<file path="src/rtl/pmevt_pkg.sv">
package pmevt_pkg;
  typedef enum logic [1:0] {
    PS_WORK  = 2'd0,
    PS_SLEEP = 2'd1,
    PS_OFF   = 2'd2
  } pstate_e;

  typedef enum logic [1:0] {
    RA_STS   = 2'd0,
    RA_EN    = 2'd1,
    RA_CTL   = 2'd2,
    RA_STATE = 2'd3
  } raddr_e;

  localparam int CTL_ROUTE_BIT = 0;
  localparam int CTL_SLEEP_BIT = 1;
  localparam int CTL_G3_BIT    = 2;
endpackage

</file>
<file path="src/rtl/pmevt_bank.sv">
// Register bank with a reset domain chosen per bit.
module pmevt_bank #(
  parameter int           W         = 16,
  parameter logic [W-1:0] IMPL_MASK = '1,
  parameter logic [W-1:0] CORE_MASK = '0,
  parameter logic [W-1:0] AON_MASK  = '0,
  parameter bit           W1C       = 1'b1
) (
  input  logic         clk,
  input  logic         core_rst_n,
  input  logic         rsm_rst_n,
  input  logic         aon_rst_n,
  input  logic         pwr_fail_i,
  input  logic         wr_i,
  input  logic [W-1:0] wdata_i,
  input  logic [W-1:0] set_i,
  output logic [W-1:0] q_o
);
  for (genvar i = 0; i < W; i++) begin : g_bit
    logic r;
    logic nxt;

    // Priority: not implemented, then power loss, then hardware set,
    // then the software write.
    always_comb begin
      if (!IMPL_MASK[i])                  nxt = 1'b0;
      else if (pwr_fail_i && !AON_MASK[i]) nxt = 1'b0;
      else if (set_i[i])                  nxt = 1'b1;
      else if (wr_i)                      nxt = W1C ? (r & ~wdata_i[i]) : wdata_i[i];
      else                                nxt = r;
    end

    if (AON_MASK[i]) begin : g_aon
      always_ff @(posedge clk or negedge aon_rst_n)
        if (!aon_rst_n) r <= 1'b0;
        else            r <= nxt;
    end else if (CORE_MASK[i]) begin : g_core
      always_ff @(posedge clk or negedge core_rst_n)
        if (!core_rst_n) r <= 1'b0;
        else             r <= nxt;
    end else begin : g_rsm
      always_ff @(posedge clk or negedge rsm_rst_n)
        if (!rsm_rst_n) r <= 1'b0;
        else            r <= nxt;
    end

    assign q_o[i] = r;
  end

  // with no write, no set and no power loss the bank holds its value.
  p_hold_r2: assert property (@(posedge clk)
    disable iff (!core_rst_n || !rsm_rst_n || !aon_rst_n)
    (!pwr_fail_i && !wr_i && set_i == '0) |=> (q_o == $past(q_o)));

  // a hardware set always lands, even against a same-cycle clear.
  p_set_wins_r3: assert property (@(posedge clk)
    disable iff (!core_rst_n || !rsm_rst_n || !aon_rst_n)
    (!pwr_fail_i && (set_i & IMPL_MASK) != '0)
      |=> ((q_o & $past(set_i & IMPL_MASK)) == $past(set_i & IMPL_MASK)));
endmodule

</file>
<file path="src/rtl/pmevt_route.sv">
// Routes status bits to SCI, SMI# and the wake request.
module pmevt_route
  import pmevt_pkg::*;
#(
  parameter int           W          = 16,
  parameter logic [W-1:0] WAKE_MASK  = 16'h0500,
  parameter logic [W-1:0] SMI_BLOCK  = 16'h0020,
  parameter int           PWRBTN_BIT = 8
) (
  input  logic [W-1:0] sts_i,
  input  logic [W-1:0] en_i,
  input  pstate_e      state_i,
  input  logic         route_sci_i,
  output logic         sci_o,
  output logic         smi_n_o,
  output logic         wake_hit_o
);
  localparam int WSTS = W - 1;

  logic [W-1:0] pend;
  logic         any_sci, any_smi, working, wake_en_hit;

  always_comb begin
    pend       = sts_i & en_i;
    pend[WSTS] = 1'b0;
  end

  assign any_sci     = |pend;
  assign any_smi     = |(pend & ~SMI_BLOCK);
  assign working     = (state_i == PS_WORK);
  assign wake_en_hit = |(pend & WAKE_MASK);

  assign sci_o   = working & route_sci_i & any_sci;
  assign smi_n_o = ~(working & ~route_sci_i & any_smi);

  always_comb begin
    case (state_i)
      PS_SLEEP: wake_hit_o = wake_en_hit;
      PS_OFF:   wake_hit_o = wake_en_hit | sts_i[PWRBTN_BIT];
      default:  wake_hit_o = 1'b0;
    endcase
  end

  // the two interrupt outputs are never active together.
  always_comb begin
    p_excl_r5: assert (!(sci_o && !smi_n_o));
  end
endmodule

</file>
<file path="src/rtl/pmevt_fsm.sv">
// Sleep-state tracker; lives in the resume domain.
module pmevt_fsm
  import pmevt_pkg::*;
(
  input  logic    clk,
  input  logic    rsm_rst_n,
  input  logic    pwr_fail_i,
  input  logic    ret_g3_i,
  input  logic    sleep_go_i,
  input  logic    wake_hit_i,
  output pstate_e state_o,
  output logic    wake_set_o
);
  pstate_e state_q, state_d;

  always_comb begin
    state_d = state_q;
    if (pwr_fail_i)                             state_d = ret_g3_i ? PS_OFF : PS_WORK;
    else if (state_q == PS_WORK && sleep_go_i)  state_d = PS_SLEEP;
    else if (state_q != PS_WORK && wake_hit_i)  state_d = PS_WORK;
  end

  always_ff @(posedge clk or negedge rsm_rst_n)
    if (!rsm_rst_n) state_q <= PS_WORK;
    else            state_q <= state_d;

  assign state_o    = state_q;
  assign wake_set_o = (state_q != PS_WORK) & wake_hit_i;

  // a sleep request from working is obeyed at the next edge.
  p_sleep_entry_r4: assert property (@(posedge clk) disable iff (!rsm_rst_n)
    (state_q == PS_WORK && sleep_go_i && !pwr_fail_i) |=> (state_q == PS_SLEEP));

  // a wake hit outside working returns to working.
  p_wake_exit_r4: assert property (@(posedge clk) disable iff (!rsm_rst_n)
    (state_q != PS_WORK && wake_hit_i && !pwr_fail_i) |=> (state_q == PS_WORK));

  // a power loss lands in the state the retained enable selects.
  p_fail_dest_r11: assert property (@(posedge clk) disable iff (!rsm_rst_n)
    pwr_fail_i |=> (state_q == ($past(ret_g3_i) ? PS_OFF : PS_WORK)));
endmodule

</file>
<file path="src/rtl/pmevt_ctrl.sv">
module pmevt_ctrl
  import pmevt_pkg::*;
#(
  parameter int                STS_W        = 16,
  parameter logic [STS_W-1:0]  WAKE_MASK    = 16'h0500,
  parameter logic [STS_W-1:0]  SMI_BLOCK    = 16'h0020,
  parameter logic [STS_W-1:0]  CORE_MASK    = 16'h00FF,
  parameter logic [STS_W-1:0]  AON_STS_MASK = 16'h0800,
  parameter logic [STS_W-1:0]  AON_EN_MASK  = 16'h0400,
  parameter int                PWRBTN_BIT   = 8
) (
  input  logic             clk,
  input  logic             core_rst_n,
  input  logic             rsm_rst_n,
  input  logic             aon_rst_n,
  input  logic             pwr_fail_i,
  input  logic [STS_W-1:0] evt_i,
  input  logic             io_valid_i,
  input  logic             io_write_i,
  input  logic [1:0]       io_addr_i,
  input  logic [STS_W-1:0] io_wdata_i,
  output logic [STS_W-1:0] io_rdata_o,
  output logic             sci_o,
  output logic             smi_n_o,
  output logic             wake_o
);
  localparam int               WSTS     = STS_W - 1;
  localparam logic [STS_W-1:0] HW_MASK  = ~(STS_W'(1) << WSTS);
  localparam logic [STS_W-1:0] EN_IMPL  = HW_MASK;

  logic             wr_sts, wr_en, wr_ctl, sleep_go;
  logic [STS_W-1:0] sts_q, en_q, sts_set;
  logic             route_q, g3_q, wake_set;
  pstate_e          state_q;

  assign wr_sts   = io_valid_i & io_write_i & (io_addr_i == RA_STS);
  assign wr_en    = io_valid_i & io_write_i & (io_addr_i == RA_EN);
  assign wr_ctl   = io_valid_i & io_write_i & (io_addr_i == RA_CTL);
  assign sleep_go = wr_ctl & io_wdata_i[CTL_SLEEP_BIT];

  always_comb begin
    sts_set       = evt_i & HW_MASK;
    sts_set[WSTS] = wake_set;
  end

  pmevt_bank #(
    .W(STS_W), .IMPL_MASK('1), .CORE_MASK(CORE_MASK),
    .AON_MASK(AON_STS_MASK), .W1C(1'b1)
  ) u_sts (
    .clk(clk), .core_rst_n(core_rst_n), .rsm_rst_n(rsm_rst_n), .aon_rst_n(aon_rst_n),
    .pwr_fail_i(pwr_fail_i), .wr_i(wr_sts), .wdata_i(io_wdata_i),
    .set_i(sts_set), .q_o(sts_q)
  );

  pmevt_bank #(
    .W(STS_W), .IMPL_MASK(EN_IMPL), .CORE_MASK(CORE_MASK),
    .AON_MASK(AON_EN_MASK), .W1C(1'b0)
  ) u_en (
    .clk(clk), .core_rst_n(core_rst_n), .rsm_rst_n(rsm_rst_n), .aon_rst_n(aon_rst_n),
    .pwr_fail_i(pwr_fail_i), .wr_i(wr_en), .wdata_i(io_wdata_i),
    .set_i('0), .q_o(en_q)
  );

  // Control: routing select in the core domain, failure enable always-on.
  always_ff @(posedge clk or negedge core_rst_n)
    if (!core_rst_n)    route_q <= 1'b0;
    else if (pwr_fail_i) route_q <= 1'b0;
    else if (wr_ctl)    route_q <= io_wdata_i[CTL_ROUTE_BIT];

  always_ff @(posedge clk or negedge aon_rst_n)
    if (!aon_rst_n)  g3_q <= 1'b0;
    else if (wr_ctl) g3_q <= io_wdata_i[CTL_G3_BIT];

  pmevt_route #(
    .W(STS_W), .WAKE_MASK(WAKE_MASK), .SMI_BLOCK(SMI_BLOCK), .PWRBTN_BIT(PWRBTN_BIT)
  ) u_route (
    .sts_i(sts_q), .en_i(en_q), .state_i(state_q), .route_sci_i(route_q),
    .sci_o(sci_o), .smi_n_o(smi_n_o), .wake_hit_o(wake_o)
  );

  pmevt_fsm u_fsm (
    .clk(clk), .rsm_rst_n(rsm_rst_n), .pwr_fail_i(pwr_fail_i), .ret_g3_i(g3_q),
    .sleep_go_i(sleep_go), .wake_hit_i(wake_o), .state_o(state_q), .wake_set_o(wake_set)
  );

  always_comb begin
    io_rdata_o = '0;
    if (io_valid_i && !io_write_i) begin
      case (io_addr_i)
        RA_STS:   io_rdata_o = sts_q;
        RA_EN:    io_rdata_o = en_q;
        RA_CTL: begin
          io_rdata_o[CTL_ROUTE_BIT] = route_q;
          io_rdata_o[CTL_G3_BIT]    = g3_q;
        end
        default:  io_rdata_o[1:0] = state_q;
      endcase
    end
  end

  // a wake outside working leaves wake status set.
  p_wake_sts_r4: assert property (@(posedge clk)
    disable iff (!core_rst_n || !rsm_rst_n || !aon_rst_n)
    (state_q != PS_WORK && wake_o && !pwr_fail_i) |=> sts_q[WSTS]);

  // the always-on status bit survives a power loss.
  p_aon_keep_r12: assert property (@(posedge clk) disable iff (!aon_rst_n)
    (pwr_fail_i && !wr_sts) |=> ((sts_q & AON_STS_MASK) == ($past(sts_q) & AON_STS_MASK)
                                  || ($past(sts_set) & AON_STS_MASK) != '0));
endmodule

</file>
<file path="config.mk">
export PLATFORM = sky130hd
export DESIGN_NAME = pmevt_ctrl
export DESIGN_NICKNAME = d
export VERILOG_FILES = /design/src/rtl/pmevt_pkg.sv /design/src/rtl/pmevt_bank.sv /design/src/rtl/pmevt_route.sv /design/src/rtl/pmevt_fsm.sv /design/src/rtl/pmevt_ctrl.sv
export SDC_FILE = /design/constraint.sdc
export NUM_CORES = 1
export LEC_CHECK = 0
export BUFFER_PORTS_ARGS = -buffer_cell sky130_fd_sc_hd__buf_4
export CAP_MARGIN = 20
export CORE_ASPECT_RATIO = 1.1
export CORE_MARGIN = 2
export CORE_UTILIZATION = 35
export DETAILED_ROUTE_END_ITERATION = 10
export GPL_TIMING_DRIVEN = 0
export PLACE_DENSITY = 0.56
export SYNTH_ARGS = -nofsm -noshare
export SYNTH_HDL_FRONTEND = slang
export SYNTH_SLANG_ARGS = --single-unit
</file>
<file path="constraint.sdc">
create_clock -name clk -period 1.85 [get_ports clk]
set_input_delay 0.185 -clock clk [delete_from_list [all_inputs] [get_ports clk]]
set_output_delay 0.185 -clock clk [all_outputs]
set_load 0.005 [all_outputs]
</file>
# Word-level counts from Yosys, hierarchy flattened
# Index checks and enable logic that the tools add are counted.
# totals
register_bits	35
output_inout_bits	19
elab_cells	200
inputBits	41
# classes
n_eq_ne	4
bitwise_logic	46
n_mux	87
reduce_logical	29
# ops
op	n
$mux 1	77
$reduce_bool 3->1	16
$and 1x1->1	26
$pmux 13 s2	1
$not 1->1	18
$mux 16	1
$and 15x15->15	1
$reduce_or 15->1	1
$reduce_or 14->1	1
$pmux 1 s3	3
$mux 2	4
$reduce_bool 2->1	4
$eq 2x1->1 const B	2
$eq 2x2->1 const B	2
$logic_not 2->1	2
$logic_and 1x1->1	3
$pmux 1 s2	1
$reduce_or 2->1	1
$logic_not 1->1	1
$or 1x1->1	1

# Logic depth before layout (Yosys ltp)
# Gate-level depths: netlist of run 1.
# logic_depth
word_depth	8
ltp_mapped	6

# Hierarchy
# A second synthesis of run 1 with hierarchy kept.
# unflattened
cells_unflattened	248
hier_area_um2	2407.3
# by_module_without_submodules
module	cells_each	n_inst	area_per_inst_um2	seq_area_each_um2
pmevt_bank at u_sts	82	1	888.4	400.4
pmevt_bank at u_en	79	1	813.3	375.4
pmevt_ctrl	54	1	445.4	50.0
pmevt_route	24	1	162.7	0.0
pmevt_fsm	9	1	97.6	50.0

# Least setup slack after synthesis of run 1
# No wires, ideal clock.
# synth_timing
kind	reg2reg
start	register u_fsm.state_q[1], in the netlist u_fsm.state_o[1]
end	register u_fsm.state_q[1], in the netlist u_fsm.state_o[1]
required_ps	1716
arrival_ps	1181
path_stages_with_launch	6
path_buffers	0
path_slack_ps	535
setup_ps	134
cell_sequence	dfrtp_1 > inv_1 > ha_1 > o21ai_0 > a211oi_1 > o31ai_1
# synth_via
elab_chain_len	4
elab_cells_between_ends	10
cone_classes	eq/ne (2); mux (3); reduce/logical (5)
# synth_lines
item	line_no	text
from (decl)	pmevt_fsm.sv:14	pstate_e state_q, state_d;
from (signal assigned)	pmevt_fsm.sv:25	else state_q <= state_d;
$eq 2x2->1, or another cell as far along	pmevt_route.sv:37	case (state_i)
$pmux 1 s2 or $logic_and 1x1->1 (tied branches)	pmevt_route.sv:37, pmevt_fsm.sv:19	
$logic_and 1x1->1 or $mux 2 (tied branches)	pmevt_fsm.sv:20, pmevt_fsm.sv:19	
$reduce_bool 3->1 (no source line) or $mux 2 (tied branches)	n/a	
# Parallel ways exist; a longest one is shown, timed or not.
# A chain may end at the register's enable or synchronous reset.

# Final worst setup path of run 1
# layout_timing
start	register u_sts.g_bit[4].r
end	output sci_o
# layout_via
elab_chain_len	3
# layout_lines
item	line_no	text
from (decl)	pmevt_bank.sv:20	logic r;
from (signal assigned)	pmevt_bank.sv:40	else r <= nxt;
$and 15x15->15	pmevt_route.sv:24	pend = sts_i & en_i;
$reduce_or 15->1	pmevt_route.sv:28	assign any_sci = |pend;
$and 1x1->1	pmevt_route.sv:33	assign sci_o = working & route_sci_i & any_sci;
to (decl)	pmevt_ctrl.sv:23	output logic sci_o,
# No other way between the ends.

==> results of run 1 <==
## worst max path at each step
stage / from / to / cells past startpoint
6_report: u_sts.g_bit[4].r / sci_o / 4
5_1_grt: u_sts.g_bit[4].r / sci_o / 4
4_1_cts: u_sts.g_bit[4].r / sci_o / 4
3_5_place_dp: u_sts.g_bit[4].r / sci_o / 4
3_3_place_gp: u_sts.g_bit[4].r / sci_o / 4
2_1_floorplan: u_fsm.state_o[1] / u_fsm.state_o[1] / 5
## cell usage after synthesis, drive strengths merged
| master | number |
|---|---|
| and4b | 1 |
| a211oi | 1 |
| a21boi | 1 |
| mux2i | 15 |
| or3 | 1 |
| nand2 | 36 |
| o21ba | 1 |
| dfrtp | 35 |
| mux4 | 1 |
| nor2 | 27 |
| a21o | 1 |
| clkbuf | 3 |
| nand3b | 1 |
| nor4bb | 1 |
| nor2b | 2 |
| nand3 | 1 |
| o31ai | 2 |
| nor3b | 1 |
| mux2 | 1 |
| o21ai | 6 |
| a21oi | 15 |
| buf | 10 |
| ha | 3 |
| and2 | 4 |
| nand4 | 2 |
| o311a | 1 |
| nand2b | 1 |
| inv | 16 |
| a22oi | 6 |
| nand4b | 2 |
| a311oi | 14 |
## worst register-to-register path: cells and delay by family, from the launching register on
| family | cells | cell delay (ns) |
|---|---|---|
| AOI/OAI and AO/OA | 3 | 0.71 |
| DFF | 1 | 0.38 |
| adders and majority gates | 1 | 0.27 |
| buffers and inverters | 1 | 0.09 |
## final cells by class
| class | instances | area [µm²] |
|---|---|---|
| clock inverters | 2 | 35.0 |
| fillers | 571 | 2760 |
| well taps | 75 | 93.8 |
| repair buffers | 59 | 450 |
| multi-input cells | 148 | 946 |
| plain buffers | 13 | 92.6 |
| inverters | 16 | 60.1 |
| flip-flops and latches | 35 | 876 |
| clock buffers | 6 | 82.6 |
## layer usage
| metal | global-route usage, % | vias to the layer above | share of wire, % |
|---|---|---|---|
| met3 | 2.31 | 8 | 4.1 |
| met2 | 31.2 | 43 | 49 |
| li1 | - | 870 | - |
| met1 | 25.7 | 873 | 45 |
| met4 | 6.84 | 0 | 1.5 |
| met5 | 0 | - | 0 |
## cells in the final DEF, fill, tap and decap left out, drive strengths merged
cell         instances
bufinv               1
or3                  1
a311oi              14
clkbuf               9
nand2b               1
nor2b                2
a211oi               1
nand4                2
buf                 66
a21o                 1
dfrtp               35
a22oi                6
o21ai                6
a21oi               15
clkinv               1
inv                 16
nand4b               2
o31ai                2
mux4                 1
nand3b               1
nand3                1
dlygate4sd3          3
a21boi               1
o21ba                1
nand2               36
o311a                1
ha                   3
mux2i               15
and4b                1
nor3b                1
and2                 4
nor2                27
nor4bb               1
mux2                 1
## power by group through the flow
stage                     Combinational (mW)  Sequential (mW)  Clock (mW)
after floorplan                        0.150            0.848           0
after global placement                 0.294            0.858           0
after detailed placement               0.297            0.859           0
after CTS                              0.303            0.844       0.737
after global routing                   0.334            0.851       0.769
final                                  0.299            0.846       0.730
## sequential cells by signal, summed over array words and instances, names as in the netlist
name / flops
g3_q: 1
route_q: 1
u_en.g_bit.r: 15
u_fsm.state_o: 2
u_sts.g_bit.r: 16
## logic make-up (layout without fill, tap and decap cells)
family / Yosys count / in the layout / share of synthesized area (%)
AOI/OAI and AO/OA: 48 / 48 / 17.0
adders and majority gates: 3 / 3 / 1.92
buffers and inverters: 29 / 96 / 7.79
DFF: 35 / 35 / 44.7
muxes: 17 / 17 / 9.58
and+or+nand+nor: 80 / 80 / 19.0
## what timing repair did
item                       in CTS  in global routing
hold buffers                    3                  0
setup endpoints to repair       0                  1
hold endpoints to repair       35                  0
gates resized for setup         0                  3
==> summary.md, run 1 <==
| Metric | Value |
|---|---|
| Worst-path maximum fanout | 3 |
| Setup repair bufs after CTS | 0 |
| Critical Path AT | 1.59 ns |
| Drt total wl | 5590 µm |
| Leading area contributor after synthesis | dfrtp_1 |
| Hold_sp | evt_i[11] |
| CTS tree | done |
| Post-Layout Inst Area | 0.00264 mm² |
| IO buf count | 56 |
| # rows | 28 |
| Sequential share of the synthesized area | 44.7% |
| Syn-to-layout area delta | 34.5% |
| Drc violations | 0 |
| Synth unique cells | 35 |
| CP max stage cell | dfrtp_1 |
| DRT antenna net count | 0 |
| Achievable frequency | 563 MHz |
| CTS buffer count | 5 |
| First-pass GRT wire length | 8540 µm |
| WHS | 0.0772 ns |
| Part of the power in registers | 45.1% |
| RSZ-0062 raised after global routing | no |
| DR WL/cell | 15.8 µm |
| Via count | 1794 |
| Via density | 5.07 |
| Slowest stage delay, CP | 0.42 ns |
| MaxCap Viol Count | 0 |
| Placer Congestion | 0.810 |
| Worst Tran Pin Value | 0.673 ns |
| CP bufs+invs | 1 |
| Layout Nets | 322 |
| Cell family with most CP delay | compound AO/OA/AOI/OAI gates |
| Dominant cells by area after synthesis | dfrtp_1, mux2i_1, nand2_1 |
| Hold EP | u_sts.g_bit[11].r |
| Combinational fraction of design power | 15.9% |
| Ys Warns | 0 |
| R2R Setup Slk | 0.35 ns |
| Worst Clk Skew | 0.00121 ns |
| Die Y | 82.5 µm |
| Avg Synthesized Cell Area | 9.24 µm² |
| Worst min path class | input pin to flop |
| Data required, critical path | 1.66 ns |
| Mapped cell area | 0.00196 mm² |
| Layout cells sized above 1 | 28.3% |
| Core area | 0.00540 mm² |
| VDD IR max | 0.400 mV |
| Initial antenna violation count | 0 |
| Root Buffer | clkbuf_8 |
| Largest net degree at the start of global routing | 18 |
| Clock H-tree levels | 2 |
| DR iter-0 viols | 60 |
| Clk_lat worst skew | 0.29 ns |
| Final Power | 1.87 mW |
| Outcome | finished, final reports clean |
| Switching share of power | 25.7% |
| Reg2reg path depth | 5 |
| Setup TNS | 0 ns |
| Clock Power Share | 38.9% |
| R2R Path End | u_sts.g_bit[15].r |
| Final setup fails | 0 |
| PnR worst setup slack | 0.0725 ns |
| Register bit total from synthesis | 35 |
| Gate count of the mapped netlist | 212 |
| Pre-CTS setup slack | 0.346 ns |
| Bufs on Longest Clock Path | 2 |
| Fin cells | 354 |
| Critical path cell sequence | a22oi_2 -> nand4_1 -> o311a_1 -> buf_4 |
| Syn nets | 256 |
| Static leakage | 1.28 nW |
| Slew Viols, Final | 0 |
| Cells after DPL | 343 |
| Clk sinks | 35 |
| Startpoint class of the critical path | flop |
| Critical path endpoint category | primary output |
| Die width | 75.3 µm |
| Area share of the leading cell type in the synthesized netlist | 44.7% |
| Worst hold path cell count | 2 |
| 1st-pass router iterations | 4 |
| Min cycle time layout | 1.78 ns |
| Pint | 1.39 mW |
| Ant. Diodes | 0 |
| # IOs | 60 |
| Final hold vios | 0 |
| P per Cell Area | 711 mW/mm² |
| Slew HR | 55.2% |
| DP Area | 0.00247 mm² |
| Die area | 0.00621 mm² |
| Period utilisation layout | 96.1% |
| R2r startpoint | u_fsm.state_o[0] |
| Global route overflow | 0 |
| Core Util, Final | 48.9% |
| HPWL after detailed placement | 4050 µm |
| Switching pwr | 482 µW |
| Vias in the first global route | 1679 |
| Initial core utilization | 36.3% |
| Gr usage total | 19.0% |
| CTS clk-pin slew, worst paths | 0.08 ns |
| Crit path kind | flop to primary output |
Power figures use the tool's default switching activity.
==> run 2, diff against run 1 <==
BUFFER_PORTS_ARGS = default   (was -buffer_cell sky130_fd_sc_hd__buf_4)
DONT_BUFFER_PORTS = 1   (was default)
PLACE_DENSITY = 0.47   (was 0.56)
TNS_END_PERCENT = 50   (was default)
==> run 2 against run 1 <==
Sequential power hardly changed. Largest power group unchanged. Non-clock buffer count is 44 lower. Global-route usage is 0.22 points higher. Wire length is 0.84% higher. Register-to-register slack worse by 0.05 ns. Worst hold slack worse by 0.073 ns. Sequential cell count stayed put. Critical path depth is 1 lower.
==> summary.md, run 2 (synthesized netlist as in run 1, its figures left out) <==
| Metric | Value |
|---|---|
| Static leakage | 1.04 nW (was 1.28 nW) |
| Initial antenna violation count | 0 (unchanged) |
| CTS clk-pin slew, worst paths | 0.08 ns (about the same) |
| CTS tree | done (unchanged) |
| Layout Nets | 278 (was 322) |
| Die area | 0.00621 mm² (unchanged) |
| Final setup fails | 0 (unchanged) |
| DRT antenna net count | 0 (unchanged) |
| Critical path endpoint category | primary output (unchanged) |
| Drt total wl | 5640 µm (was 5590 µm) |
| Drc violations | 0 (unchanged) |
| Ant. Diodes | 0 (unchanged) |
| Worst min path class | input pin to flop (unchanged) |
| # IOs | 60 (unchanged) |
| Startpoint class of the critical path | flop (unchanged) |
| VDD IR max | 0.470 mV (was 0.400 mV) |
| Max reg flops | 16 (unchanged) |
| Placer Congestion | 0.777 (was 0.810) |
| DR iter-0 viols | 97 (was 60) |
| Commonest non-fill, non-tap cell in the layout | nand2_1 (was buf_4) |
| Vias in the first global route | 1681 (was 1679) |
| Die width | 75.3 µm (unchanged) |
| Achievable frequency | 588 MHz (was 563 MHz) |
| RSZ-0062 raised after global routing | no (unchanged) |
| Worst Tran Pin Value | 0.818 ns (was 0.673 ns) |
| Via count | 1673 (was 1794) |
| Fin cells | 310 (was 354) |
| Slew Viols, Final | 0 (unchanged) |
| Outcome | finished, final reports clean (unchanged) |
| IO buf count | 0 (was 56) |
| Bufs on Longest Clock Path | 2 (unchanged) |
| Crit path kind | flop to primary output (unchanged) |
| Data required, critical path | 1.66 ns (about the same) |
| Slew HR | 45.3% (was 55.2%) |
| Min cycle time layout | 1.70 ns (was 1.78 ns) |
| Die Y | 82.5 µm (unchanged) |
| First-pass GRT wire length | 8630 µm (was 8540 µm) |
| Combinational fraction of design power | 13.7% (was 15.9%) |
| Worst-path maximum fanout | 3 (unchanged) |
| CTS buffer count | 5 (unchanged) |
| MaxCap Viol Count | 0 (unchanged) |
| DR WL/cell | 18.2 µm (was 15.8 µm) |
| Switching pwr | 444 µW (was 482 µW) |
| Root Buffer | clkbuf_8 (unchanged) |
| Largest register by flop count | u_sts.g_bit.r (unchanged) |
| Part of the power in registers | 49.7% (was 45.1%) |
| Clk sinks | 35 (unchanged) |
| Global route overflow | 0 (unchanged) |
| Switching share of power | 26.2% (was 25.7%) |
| # rows | 28 (unchanged) |
| Critical Path AT | 1.52 ns (was 1.59 ns) |
| Period utilisation layout | 92.0% (was 96.1%) |
| Most frequent cells in the layout | nand2_1, dfrtp_1, nor2_1, inv_1 (was buf_4, nand2_1, dfrtp_1, nor2_1, inv_1) |
| Largest net degree at the start of global routing | 18 (unchanged) |
| Resized cells post-CTS | 0 (unchanged) |
| 1st-pass router iterations | 4 (unchanged) |
| Pint | 1.25 mW (was 1.39 mW) |
| Gr usage total | 19.2% (was 19.0%) |
| Worst Clk Skew | 0.00248 ns (was 0.00121 ns) |
| Syn-to-layout area delta | 17.6% (was 34.5%) |
| Cells after DPL | 287 (was 343) |
| P per Cell Area | 737 mW/mm² (was 711 mW/mm²) |
| Via density | 5.40 (was 5.07) |
| Final hold vios | 0 (unchanged) |
| Clock Power Share | 36.6% (was 38.9%) |
| Initial core utilization | 36.3% (unchanged) |
| Clock H-tree levels | 2 (unchanged) |
| Layout cells sized above 1 | 8.09% (was 28.3%) |
| HPWL after detailed placement | 4130 µm (was 4050 µm) |
| Core area | 0.00540 mm² (unchanged) |
| Clk_lat worst skew | 0.29 ns (about the same) |
| Setup TNS | 0 ns (unchanged) |
-- run 2: cell count changes in the layout (fill, tap and decap cells not counted) --
| cell | change |
|---|---|
| clkbuf_8 | +1 |
| clkinv_2 | -1 |
| dlygate4sd3_1 | +12 |
| buf_4 | -56 |
| a22oi_1 | +3 |
| clkbuf_1 | +1 |
| a22oi_2 | -3 |
| bufinv_16 | -1 |
-- run 2: routing by layer --
metal,GRT usage (%),routed length [µm]
met5,0,0
met4,6.67,97
met3,5.58,394
met2,31.5,2770
met1,24.1,2380
-- run 2: stage by stage --
stage	setup WS, ns	total power, mW	utilization [%]	hold slack (ns)	area (µm²)
after floorplan	0.535	0.998	-	-0.111	1960
after global placement	0.376	1.05	38.1	-0.110	2050
after detailed placement	0.305	1.05	38.1	-0.110	2050
after CTS	0.129	1.71	42.3	0.00270	2280
after global routing	0.0529	1.78	42.7	0.00660	2300
final	0.148	1.70	42.7	0.00455	2300
-- run 2: worst max-delay path, stage by stage (launching register included) --
cell	delay, ns
dfrtp_1	0.39
a22oi_1	0.25
nand4_1	0.17
o311a_1	0.42
-- run 2: final timing paths --
check	start	endpoint	slack, ns	cells after the start
max	u_sts.g_bit[4].r	sci_o	0.15	3
min reg2reg	u_en.g_bit[10].r	u_en.g_bit[10].r	0.51	2
max reg2reg	u_fsm.state_o[1]	u_fsm.state_o[1]	0.30	5
min in group asynchronous	aon_rst_n	u_en.g_bit[10].r	0.16	1
max in group asynchronous	core_rst_n	u_en.g_bit[4].r	0.91	1
min	io_wdata_i[10]	u_sts.g_bit[10].r	0.005	1
-- run 2: final cells by class --
type,count,area (µm²)
multi-input combinational,148,931
sequential,35,876
clock buffer,8,100
timing repair buffer,15,150
inverter,16,60.1
buffer,13,92.6
fill,569,3090
tap,75,93.8
-- run 2: timing repair --
item                                    4_1_cts  5_1_grt
hold buffers                                 13        2
endpoints found under the hold margin        45        2
buffers inserted                              0        0
endpoints found under the setup margin        0        0
-- run 2: power by group through the flow --
stage | clock [mW] | sequential, mW | combinational (mW)
after global routing | 0.671 | 0.850 | 0.263
after floorplan | 0 | 0.848 | 0.150
after detailed placement | 0 | 0.858 | 0.193
after global placement | 0 | 0.858 | 0.188
after CTS | 0.636 | 0.843 | 0.233
final | 0.620 | 0.844 | 0.232
